File: config.mk
export PLATFORM = sky130hd
export DESIGN_NAME = gpio_port_ctrl
export DESIGN_NICKNAME = d
export VERILOG_FILES = /design/src/rtl/gpio_port_pkg.sv /design/src/rtl/gpio_bit_order.sv /design/src/rtl/gpio_in_sync.sv /design/src/rtl/gpio_port_regs.sv /design/src/rtl/gpio_port_ctrl.sv
export SDC_FILE = /design/constraint.sdc
export NUM_CORES = 1
export LEC_CHECK = 0
export BUFFER_PORTS_ARGS = -buffer_cell sky130_fd_sc_hd__buf_2
export CAP_MARGIN = 20
export CORE_ASPECT_RATIO = 1.2
export CORE_MARGIN = 8
export CORE_UTILIZATION = 30
export CTS_BUF_LIST = sky130_fd_sc_hd__clkbuf_8
export CTS_CLUSTER_DIAMETER = 30
export DETAILED_ROUTE_END_ITERATION = 16
export RECOVER_POWER = 100
export SKIP_LAST_GASP = 1
export SLEW_MARGIN = 5
export SYNTH_ARGS = -nofsm -noshare
export SYNTH_HDL_FRONTEND = slang
export SYNTH_HIERARCHICAL = 1
export SYNTH_SLANG_ARGS = --single-unit
export TNS_END_PERCENT = 50
File: constraint.sdc
create_clock -name clk -period 2 [get_ports clk]
set_clock_uncertainty 0.05 [all_clocks]
set_input_delay 0.4 -clock clk [delete_from_list [all_inputs] [get_ports clk]]
set_output_delay 0.4 -clock clk [all_outputs]
set_load 0.02 [all_outputs]
File: src/rtl/gpio_port_pkg.sv
// Package gpio_port_pkg
// Holds the word offsets of the port registers, shared by the register file
// and the bench-facing top. It assumes offsets are counted in whole words.
package gpio_port_pkg;
    localparam int OFS_VALUE = 0;   // pad sample on read, whole-latch load on write
    localparam int OFS_SET   = 1;   // write-one-to-set, reads back the latch
    localparam int OFS_CLR   = 2;   // write-one-to-clear, reads as zero
    localparam int OFS_DIR   = 3;   // direction word

    typedef enum logic [2:0] {
        HIT_NONE  = 3'd0,
        HIT_VALUE = 3'd1,
        HIT_SET   = 3'd2,
        HIT_CLR   = 3'd3,
        HIT_DIR   = 3'd4
    } gpio_hit_e;
endpackage

File: src/rtl/gpio_bit_order.sv
// Module gpio_bit_order
// Maps a word between register bit order and line order. When MIRROR is 1,
// bit i is swapped with bit WIDTH-1-i; otherwise the word passes unchanged.
// The mapping is its own inverse, so one module serves both directions.
module gpio_bit_order #(
    parameter int WIDTH  = 32,
    parameter bit MIRROR = 1'b0
) (
    input  logic [WIDTH-1:0] src,
    output logic [WIDTH-1:0] dst
);
    // Pick the mapping at elaboration time.
    generate
        if (MIRROR) begin : g_mirror
            for (genvar i = 0; i < WIDTH; i++) begin : g_bit
                assign dst[i] = src[WIDTH-1-i];
            end
        end else begin : g_straight
            assign dst = src;
        end
    endgenerate
endmodule

File: src/rtl/gpio_in_sync.sv
// Module gpio_in_sync
// Two-flop synchroniser for the pad inputs, one chain per line.
// It assumes pad_in is asynchronous to clk and that each line is
// independent (no multi-bit coherence is promised).
module gpio_in_sync #(
    parameter int WIDTH = 32
) (
    input  logic             clk,
    input  logic             rst_n,
    input  logic [WIDTH-1:0] pad_in,
    output logic [WIDTH-1:0] pad_sync
);
    logic [WIDTH-1:0] stage1_q;
    logic [WIDTH-1:0] stage2_q;
    logic [1:0]       warm_q;

    // Shift the pad levels through both stages.
    always_ff @(posedge clk) begin
        if (!rst_n) begin
            stage1_q <= '0;
            stage2_q <= '0;
        end else begin
            stage1_q <= pad_in;
            stage2_q <= stage1_q;
        end
    end

    // Count cycles since reset so the delay check starts when history exists.
    always_ff @(posedge clk) begin
        if (!rst_n)             warm_q <= 2'd0;
        else if (warm_q != 2'd2) warm_q <= warm_q + 2'd1;
    end

    assign pad_sync = stage2_q;


    sync_delay_chk: assert property (@(posedge clk) disable iff (!rst_n)
        (warm_q == 2'd2) |-> (pad_sync == $past(pad_in, 2)))
        else $error("sync_delay_chk");
endmodule

File: src/rtl/gpio_port_regs.sv
// Module gpio_port_regs
// Register file of the port, working entirely in line order: output latch,
// direction word, write decode and read mux. It assumes the caller has
// already mapped write data into line order and will map read data back.
module gpio_port_regs
    import gpio_port_pkg::*;
#(
    parameter int WIDTH         = 32,
    parameter int ADDR_W        = 4,
    parameter bit DIR_IS_OUTPUT = 1'b1
) (
    input  logic              clk,
    input  logic              rst_n,
    input  logic [ADDR_W-1:0] addr,
    input  logic              we,
    input  logic [WIDTH-1:0]  wdata_lines,
    input  logic [WIDTH-1:0]  pad_sync,
    output logic [WIDTH-1:0]  rdata_lines,
    output logic [WIDTH-1:0]  latch_q,
    output logic [WIDTH-1:0]  oe
);
    localparam logic [WIDTH-1:0] DIR_RESET = DIR_IS_OUTPUT ? '0 : '1;

    gpio_hit_e        hit;
    logic [WIDTH-1:0] dir_q;
    logic [WIDTH-1:0] set_mask;
    logic [WIDTH-1:0] clr_mask;
    logic [WIDTH-1:0] latch_d;

    // Decode the word offset into one register hit.
    always_comb begin
        if      (addr == ADDR_W'(OFS_VALUE)) hit = HIT_VALUE;
        else if (addr == ADDR_W'(OFS_SET))   hit = HIT_SET;
        else if (addr == ADDR_W'(OFS_CLR))   hit = HIT_CLR;
        else if (addr == ADDR_W'(OFS_DIR))   hit = HIT_DIR;
        else                                 hit = HIT_NONE;
    end

    // Build the next latch value; clear is applied after set so it wins.
    always_comb begin
        set_mask = (we && hit == HIT_SET) ? wdata_lines : '0;
        clr_mask = (we && hit == HIT_CLR) ? wdata_lines : '0;
        if (we && hit == HIT_VALUE) latch_d = wdata_lines;
        else                        latch_d = (latch_q | set_mask) & ~clr_mask;
    end

    // Hold the output latch.
    always_ff @(posedge clk) begin
        if (!rst_n) latch_q <= '0;
        else        latch_q <= latch_d;
    end

    // Hold the direction word.
    always_ff @(posedge clk) begin
        if (!rst_n)                     dir_q <= DIR_RESET;
        else if (we && hit == HIT_DIR)  dir_q <= wdata_lines;
    end

    // Apply the selected direction polarity to the pad enables.
    generate
        if (DIR_IS_OUTPUT) begin : g_dir_out
            assign oe = dir_q;
        end else begin : g_dir_in
            assign oe = ~dir_q;
        end
    endgenerate

    // Select read data for the addressed word.
    always_comb begin
        unique case (hit)
            HIT_VALUE: rdata_lines = pad_sync;
            HIT_SET:   rdata_lines = latch_q;
            HIT_DIR:   rdata_lines = dir_q;
            default:   rdata_lines = '0;
        endcase
    end


    value_load_chk: assert property (@(posedge clk) disable iff (!rst_n)
        (we && hit == HIT_VALUE) |=> (latch_q == $past(wdata_lines)))
        else $error("value_load_chk");


    set_only_chk: assert property (@(posedge clk) disable iff (!rst_n)
        (we && hit == HIT_SET) |=>
            (latch_q == ($past(latch_q) | $past(wdata_lines))))
        else $error("set_only_chk");


    clr_only_chk: assert property (@(posedge clk) disable iff (!rst_n)
        (we && hit == HIT_CLR) |=>
            (latch_q == ($past(latch_q) & ~$past(wdata_lines))))
        else $error("clr_only_chk");


    unmapped_write_chk: assert property (@(posedge clk) disable iff (!rst_n)
        (we && hit == HIT_NONE) |=> ($stable(latch_q) && $stable(dir_q)))
        else $error("unmapped_write_chk");
endmodule

File: src/rtl/gpio_port_ctrl.sv
// Module gpio_port_ctrl
// Top of the I/O port: bit-order mapping on the bus side, register file,
// and input synchroniser. Assumes a single-cycle bus with one access per
// cycle and pads that take pad_out only where pad_oe is 1.
module gpio_port_ctrl #(
    parameter int WIDTH         = 32,
    parameter int ADDR_W        = 4,
    parameter bit DIR_IS_OUTPUT = 1'b1,
    parameter bit MIRROR        = 1'b0
) (
    input  logic              clk,
    input  logic              rst_n,
    input  logic [ADDR_W-1:0] bus_addr,
    input  logic              bus_we,
    input  logic [WIDTH-1:0]  bus_wdata,
    output logic [WIDTH-1:0]  bus_rdata,
    input  logic [WIDTH-1:0]  pad_in,
    output logic [WIDTH-1:0]  pad_out,
    output logic [WIDTH-1:0]  pad_oe
);
    logic [WIDTH-1:0] wdata_lines;
    logic [WIDTH-1:0] rdata_lines;
    logic [WIDTH-1:0] pad_sync;

    // Bus write data into line order.
    gpio_bit_order #(.WIDTH(WIDTH), .MIRROR(MIRROR)) u_wr_order (
        .src (bus_wdata),
        .dst (wdata_lines)
    );

    // Pad inputs into the clock domain.
    gpio_in_sync #(.WIDTH(WIDTH)) u_sync (
        .clk      (clk),
        .rst_n    (rst_n),
        .pad_in   (pad_in),
        .pad_sync (pad_sync)
    );

    // Latch, direction and read mux.
    gpio_port_regs #(
        .WIDTH         (WIDTH),
        .ADDR_W        (ADDR_W),
        .DIR_IS_OUTPUT (DIR_IS_OUTPUT)
    ) u_regs (
        .clk         (clk),
        .rst_n       (rst_n),
        .addr        (bus_addr),
        .we          (bus_we),
        .wdata_lines (wdata_lines),
        .pad_sync    (pad_sync),
        .rdata_lines (rdata_lines),
        .latch_q     (pad_out),
        .oe          (pad_oe)
    );

    // Read data back into register bit order.
    gpio_bit_order #(.WIDTH(WIDTH), .MIRROR(MIRROR)) u_rd_order (
        .src (rdata_lines),
        .dst (bus_rdata)
    );
endmodule

==> results.json, run 1 <==
{
  "routabilityCongestion": 0.756,
  "yosysWarnings": 6,
  "power_mw": 5.30,
  "wirelength_mm": 16.8,
  "cp.buffers_inverters": 6,
  "powerDensity_nw_per_um2": 792,
  "syn_avg_cell_area_um2": 9.57,
  "ir_drop_mv": 0.294,
  "ys.flop_type": "dfxtp_1",
  "dr.pass1.iters": 7,
  "grt_pass1_vias": 4541,
  "period_needed_ns": 2.03,
  "clk_pin_slew_ns": 0.08,
  "netlist_area_um2": 5400,
  "cp-end-kind": "primary output",
  "crit_chain": "buf_8, buf_12, nor4b_4, buf_6, buf_12, a222oi_1, inv_1, buf_6",
  "fin_nets": 750,
  "yosysSeqAreaShare_pct": 47.5,
  "finalHoldViolCount": 0,
  "dieWidth_um": 138,
  "hold_ws_ns": 0.125,
  "multiInputGateArea_um2": 1940,
  "violations": "setup timing",
  "grt_first_pass_wirelength_mm": 25.9,
  "synthCells": 564,
  "vias": 4514,
  "die_h_um": 163,
  "initial_core_util_pct": 30.7,
  "rsz0062_at_grt": "true",
  "yosysMostFrequentCell": "dfxtp_1",
  "wire_per_inst_um": 18.4,
  "cts_buffers": 17,
  "cts_root_buffer": "clkbuf_8",
  "antenna_found_initial": 1,
  "synth_common_cells": "dfxtp_1 (128), and2_2 (64), buf_4 (64), inv_1 (64), o21ai_0 (64)",
  "areaGrowthSynthToFinish_pct": 24.1,
  "post-route-period-util_pct": 102,
  "synth_cell_type_count": 24,
  "crit_family": "buffers and inverters",
  "first_iter_violations": 428,
  "vias_per_cell": 4.94,
  "grt_remaining_overflow": 0,
  "drive_above_1_share_pct": 33.7,
  "cpPeakStageDelay_ns": 0.31,
  "cts_max_level": 4,
  "worst_setup_path_start_kind": "input port",
  "slew_violations": 0,
  "drtAntennaViolNets": 0,
  "dp.cells": 873,
  "critPathMaxFanout": 5,
  "critPathSlowestCell": "a222oi_1",
  "clock-sinks": 128,
  "seq_area_um2": 2560,
  "fin_cells": 913,
  "setup_viol": 27,
  "yosysTopAreaCell": "dfxtp_1",
  "grt_max_degree": 58,
  "cts_buffer_depth": 2,
  "core_area_um2": 17600,
  "drv_cap": 0,
  "synth_top_cell_area_share_pct": 47.5,
  "clock_latency_ns": 0.44,
  "synth.net_count": 635,
  "setup_ws_ns": -0.0350,
  "num_rows": 53,
  "max_clock_freq_ghz": 0.491,
  "synth_area_leaders": "dfxtp_1 (47%), and2_2 (8.9%), buf_4 (8.9%), a222oi_1 (5.9%), o21ai_0 (5.9%)",
  "ys_async_sr_fraction_pct": 0,
  "worstPathArrival_ns": 1.58,
  "fill_cells": 1804,
  "power_leakage_nw": 2.77,
  "ys_ff_latch": 128,
  "synth-edff-count": 0,
  "dp_hpwl_mm": 11.3,
  "cts-hold-fix-buffers": 0,
  "maxSlewHeadroom_pct": 16.0,
  "portBuffers": 166,
  "cts_tree": "yes",
  "drc_errors": 0,
  "track_usage_pct": 14.7,
  "hp-class": "input port to flop",
  "status": "finished, violations left",
  "dieArea_um2": 22500,
  "crit_type": "input port to primary output",
  "io_pins": 167,
  "cp_data_required_time_ns": 1.55,
  "worst_pin_slew_ns": 1.26
}
## state kept, by name, summed over array words and instances, names as in the netlist
name	flops
u_sync/stage1_q	32
u_regs/latch_q	32
u_regs/oe	32
u_sync/pad_sync	32
## final cells by class
| type | instances | share of cell area [%] |
|---|---|---|
| Tap cell | 220 | 4.11 |
| Inverter | 64 | 3.59 |
| Antenna cell | 1 | 0.0374 |
| Clock buffer | 19 | 3.91 |
| Sequential cell | 128 | 38.3 |
| Timing Repair Buffer | 201 | 19.2 |
| Multi-Input combinational cell | 267 | 29.0 |
| Clock inverter | 13 | 1.83 |
## what timing repair did
| item | 4_1_cts | 5_1_grt |
|---|---|---|
| cloned | 3 | 0 |
| setup buffers | 3 | 1 |
| endpoints found under the setup margin | 21 | 32 |
| pin swaps | 5 | 5 |
| endpoints found under the hold margin | 0 | 0 |
| gates resized for setup | 51 | 5 |
## cell families (layout without fill, tap and decap cells)
group / Yosys count / in the layout / synth area share, %
AOI/OAI and AO/OA: 162 / 162 / 22.1
and+or+nand+nor: 105 / 105 / 13.5
buffers and inverters: 169 / 297 / 16.9
DFF: 128 / 128 / 47.5
other: 0 / 1 / 0
## worst register-to-register path, stage by stage, from the launching register on
cell and delay (ns):
dfxtp_1 0.44, inv_1 0.06, o32ai_1 0.25
## cell usage in the layout, fill, tap and decap left out, drive strengths merged
| cell | synthesis | layout |
|---|---|---|
| o32ai | 32 | 32 |
| or3b | 1 | 1 |
| clkinvlp | 0 | 3 |
| and2 | 65 | 65 |
| o21ai | 65 | 65 |
| nor3b | 1 | 1 |
| a222oi | 32 | 32 |
| o31ai | 1 | 1 |
| inv | 64 | 67 |
| and4bb | 1 | 1 |
| bufinv | 0 | 2 |
| clkinv | 0 | 5 |
| nand2 | 1 | 1 |
| buf | 74 | 129 |
| nand2b | 1 | 1 |
| diode | 0 | 1 |
| nor4 | 1 | 1 |
| a21boi | 32 | 32 |
| dfxtp | 128 | 128 |
| nand3 | 32 | 32 |
| nor4b | 2 | 2 |
| clkbuf | 31 | 91 |
## power by group
group          internal [mW]  switching, mW
logic                  0.211          0.266
registers               2.63         0.0392
clock network           1.15           1.00
total                   3.99           1.31
## routing by layer
layer	track usage, %	vias to the layer above	wire, um
met5	0	-	0
met4	5.74	0	250
met3	5.19	15	1030
met2	23.9	176	8270
met1	17.4	2182	7290
li1	-	2141	-
## path summary, 6_finish.rpt
path,from,endpoint,slack [ns],depth (start not counted)
worst min-delay path,pad_in[12],u_sync/stage1_q[12]$_SDFF_PN0_,0.13,2
worst min register to register,u_sync/stage1_q[11]$_SDFF_PN0_,u_sync/pad_sync[11]$_SDFF_PN0_,0.39,1
worst max register to register,u_regs/latch_q[4]$_SDFF_PN0_,u_regs/latch_q[4]$_SDFF_PN0_,1.10,2
worst max-delay path,bus_addr[0],bus_rdata[12],-0.03,8
## stage by stage
stage / worst slack (ns) / instance area (um2) / util (%) / setup TNS, ns
4_1_cts: -0.0340 / 6780 / 38.6 / -0.189
2_1_floorplan: 0.156 / 5400 / - / 0
3_3_place_gp: -0.0590 / 6150 / 35.0 / -0.996
3_5_place_dp: -0.0933 / 6150 / 35.0 / -1.57
6_report: -0.0350 / 6690 / 38.1 / -0.552
5_1_grt: -0.115 / 6690 / 38.1 / -2.88
Note: power is estimated with default switching activity, not from simulation.
==> run 2, diff against run 1 <==
==> constraint.sdc (replaced) <==
create_clock -name clk -period 1.7 [get_ports clk]
set_clock_uncertainty 0.05 [all_clocks]
set_input_delay 0.34 -clock clk [delete_from_list [all_inputs] [get_ports clk]]
set_output_delay 0.34 -clock clk [all_outputs]
set_load 0.02 [all_outputs]
==> run 2 against run 1 <==
  * The flow still finishes with violations (setup timing)
  * Via count fell by 3.7%
  * Global-route usage is 0.49 points lower
  * Die area stayed put
  * First-iteration DRC count down 9.1%
  * Clock-buffer cell count down 1
  * Register-to-register slack worse by 0.27 ns
  * Sequential power up 18%
  * Combinational power grew 12%
==> results.json, run 2 (synthesized netlist as in run 1, its figures left out) <==
{
  "wirelength_mm": 16.2,
  "cp-end-kind": "primary output",
  "dp.cells": 872,
  "dieWidth_um": 138,
  "r2r_start": "u_regs/latch_q[10]$_SDFF_PN0_",
  "dieArea_um2": 22500,
  "cts_buffer_depth": 2,
  "post-route-period-util_pct": 112,
  "vias_per_cell": 4.82,
  "clock-sinks": 128,
  "power_mw": 6.16,
  "worst_setup_path_start_kind": "input port",
  "portBuffers": 166,
  "initial_core_util_pct": 30.7,
  "clock_latency_ns": 0.43,
  "maxSlewHeadroom_pct": 51.9,
  "hp-class": "input port to flop",
  "drc_errors": 0,
  "cp_data_required_time_ns": 1.31,
  "period_needed_ns": 1.90,
  "crit_start": "bus_addr[1]",
  "cts_tree": "yes",
  "fill_cells": 1831,
  "cts_max_level": 4,
  "drv_cap": 0,
  "ir_drop_mv": 0.370,
  "routabilityCongestion": 0.767,
  "multiInputGateArea_um2": 1950,
  "wl_met1_mm": 7.23,
  "violations": "setup timing",
  "io_pins": 167,
  "status": "finished, violations left",
  "drive_above_1_share_pct": 32.5,
  "rsz0062_at_grt": "true",
  "route.met2.wl_mm": 7.77,
  "track_usage_pct": 14.2,
  "areaGrowthSynthToFinish_pct": 19.8,
  "cts_buffers": 17,
  "slew_violations": 0,
  "min_from": "pad_in[30]",
  "grt_max_degree": 47,
  "seq_area_um2": 2560,
  "vias": 4349,
  "dp_hpwl_mm": 11.2,
  "grt_first_pass_wirelength_mm": 25.5,
  "fin_cells": 903,
  "final_cell_mix": "dfxtp_1 (128), buf_2 (99), clkbuf_1 (70), inv_1 (66)",
  "fin_nets": 742,
  "crit_type": "input port to primary output",
  "power_leakage_nw": 2.68,
  "diodes": 0,
  "num_rows": 53,
  "cts_root_buffer": "clkbuf_8",
  "powerDensity_nw_per_um2": 954,
  "routed.top_layer": "met4",
  "grt_pass1_vias": 4413,
  "mostFrequentLayoutCell": "dfxtp_1",
  "critPathMaxFanout": 32,
  "setup_ws_ns": -0.198,
  "grt_remaining_overflow": 0,
  "setup_viol": 59,
  "dr.pass1.iters": 8,
  "worstPathArrival_ns": 1.51,
  "met3_length_mm": 1.01,
  "worst_pin_slew_ns": 0.722,
  "max_clock_freq_ghz": 0.527,
  "clk_pin_slew_ns": 0.08,
  "finalHoldViolCount": 0,
  "drtAntennaViolNets": 0,
  "antenna_found_initial": 0,
  "die_h_um": 163,
  "wire_per_inst_um": 17.9,
  "core_area_um2": 17600,
  "first_iter_violations": 389
}
## run 2: cell count changes in the layout (fill, tap and decap cells not counted), moves of 2 or more
cell,delta
buf_2,+22
buf_6,-17
a21boi_0,+17
buf_16,-2
buf_4,-11
a21boi_1,-17
clkbuf_1,+3
clkbuf_2,-2
## run 2: power by group
part           internal, mW  switching, mW  total [mW]
clock                  1.31           1.18        2.49
sequential             3.10         0.0471        3.14
combinational         0.228          0.304       0.532
total                  4.63           1.53        6.16
## run 2: metal layers
metal	up-vias	global-route usage (%)
met5	-	0
met4	0	4.95
met3	8	4.40
met2	160	23.5
met1	2056	17.1
li1	2125	-
## run 2: layout make-up
type	count	area share, %
timing repair buffer	193	16.5
inverter	64	3.72
sequential	128	39.7
clock inverter	13	1.92
tap	220	4.26
multi-input combinational	267	30.1
clock buffer	18	3.83
## run 2: critical path: stages
cell and delay [ns]:
buf_2 0.12, buf_12 0.13, nor4b_4 0.31, buf_12 0.24, a222oi_1 0.11, inv_1 0.08, buf_2 0.16
## run 2: final timing paths
| path | to | slack (ns) | cells after the start |
|---|---|---|---|
| worst min-delay path | u_sync/stage1_q[30]$_SDFF_PN0_ | 0.06 | 2 |
| worst max register to register | u_regs/latch_q[10]$_SDFF_PN0_ | 0.83 | 2 |
| worst min register to register | u_sync/pad_sync[19]$_SDFF_PN0_ | 0.40 | 1 |
| worst max-delay path | bus_rdata[10] | -0.20 | 7 |
## run 2: timing repair
item	CTS	global route
hold buffers	0	0
gates resized for setup	3	0
endpoints found under the setup margin	32	32
pin swaps	6	2
buffers inserted	0	0
## run 2: per-stage QoR
stage / setup slack (ns) / utilization [%] / hold slack, ns / cell area, um2 / TNS [ns]
floorplan: -0.00221 / - / 0.376 / 5400 / -0.0663
global placement: -0.242 / 35.3 / 0.377 / 6210 / -17.85
detailed placement: -0.241 / 35.3 / 0.381 / 6210 / -19.27
CTS: -0.215 / 37.5 / 0.0270 / 6590 / -6.08
global route: -0.293 / 36.8 / 0.0258 / 6460 / -9.79
finish: -0.198 / 36.8 / 0.0630 / 6460 / -6.22
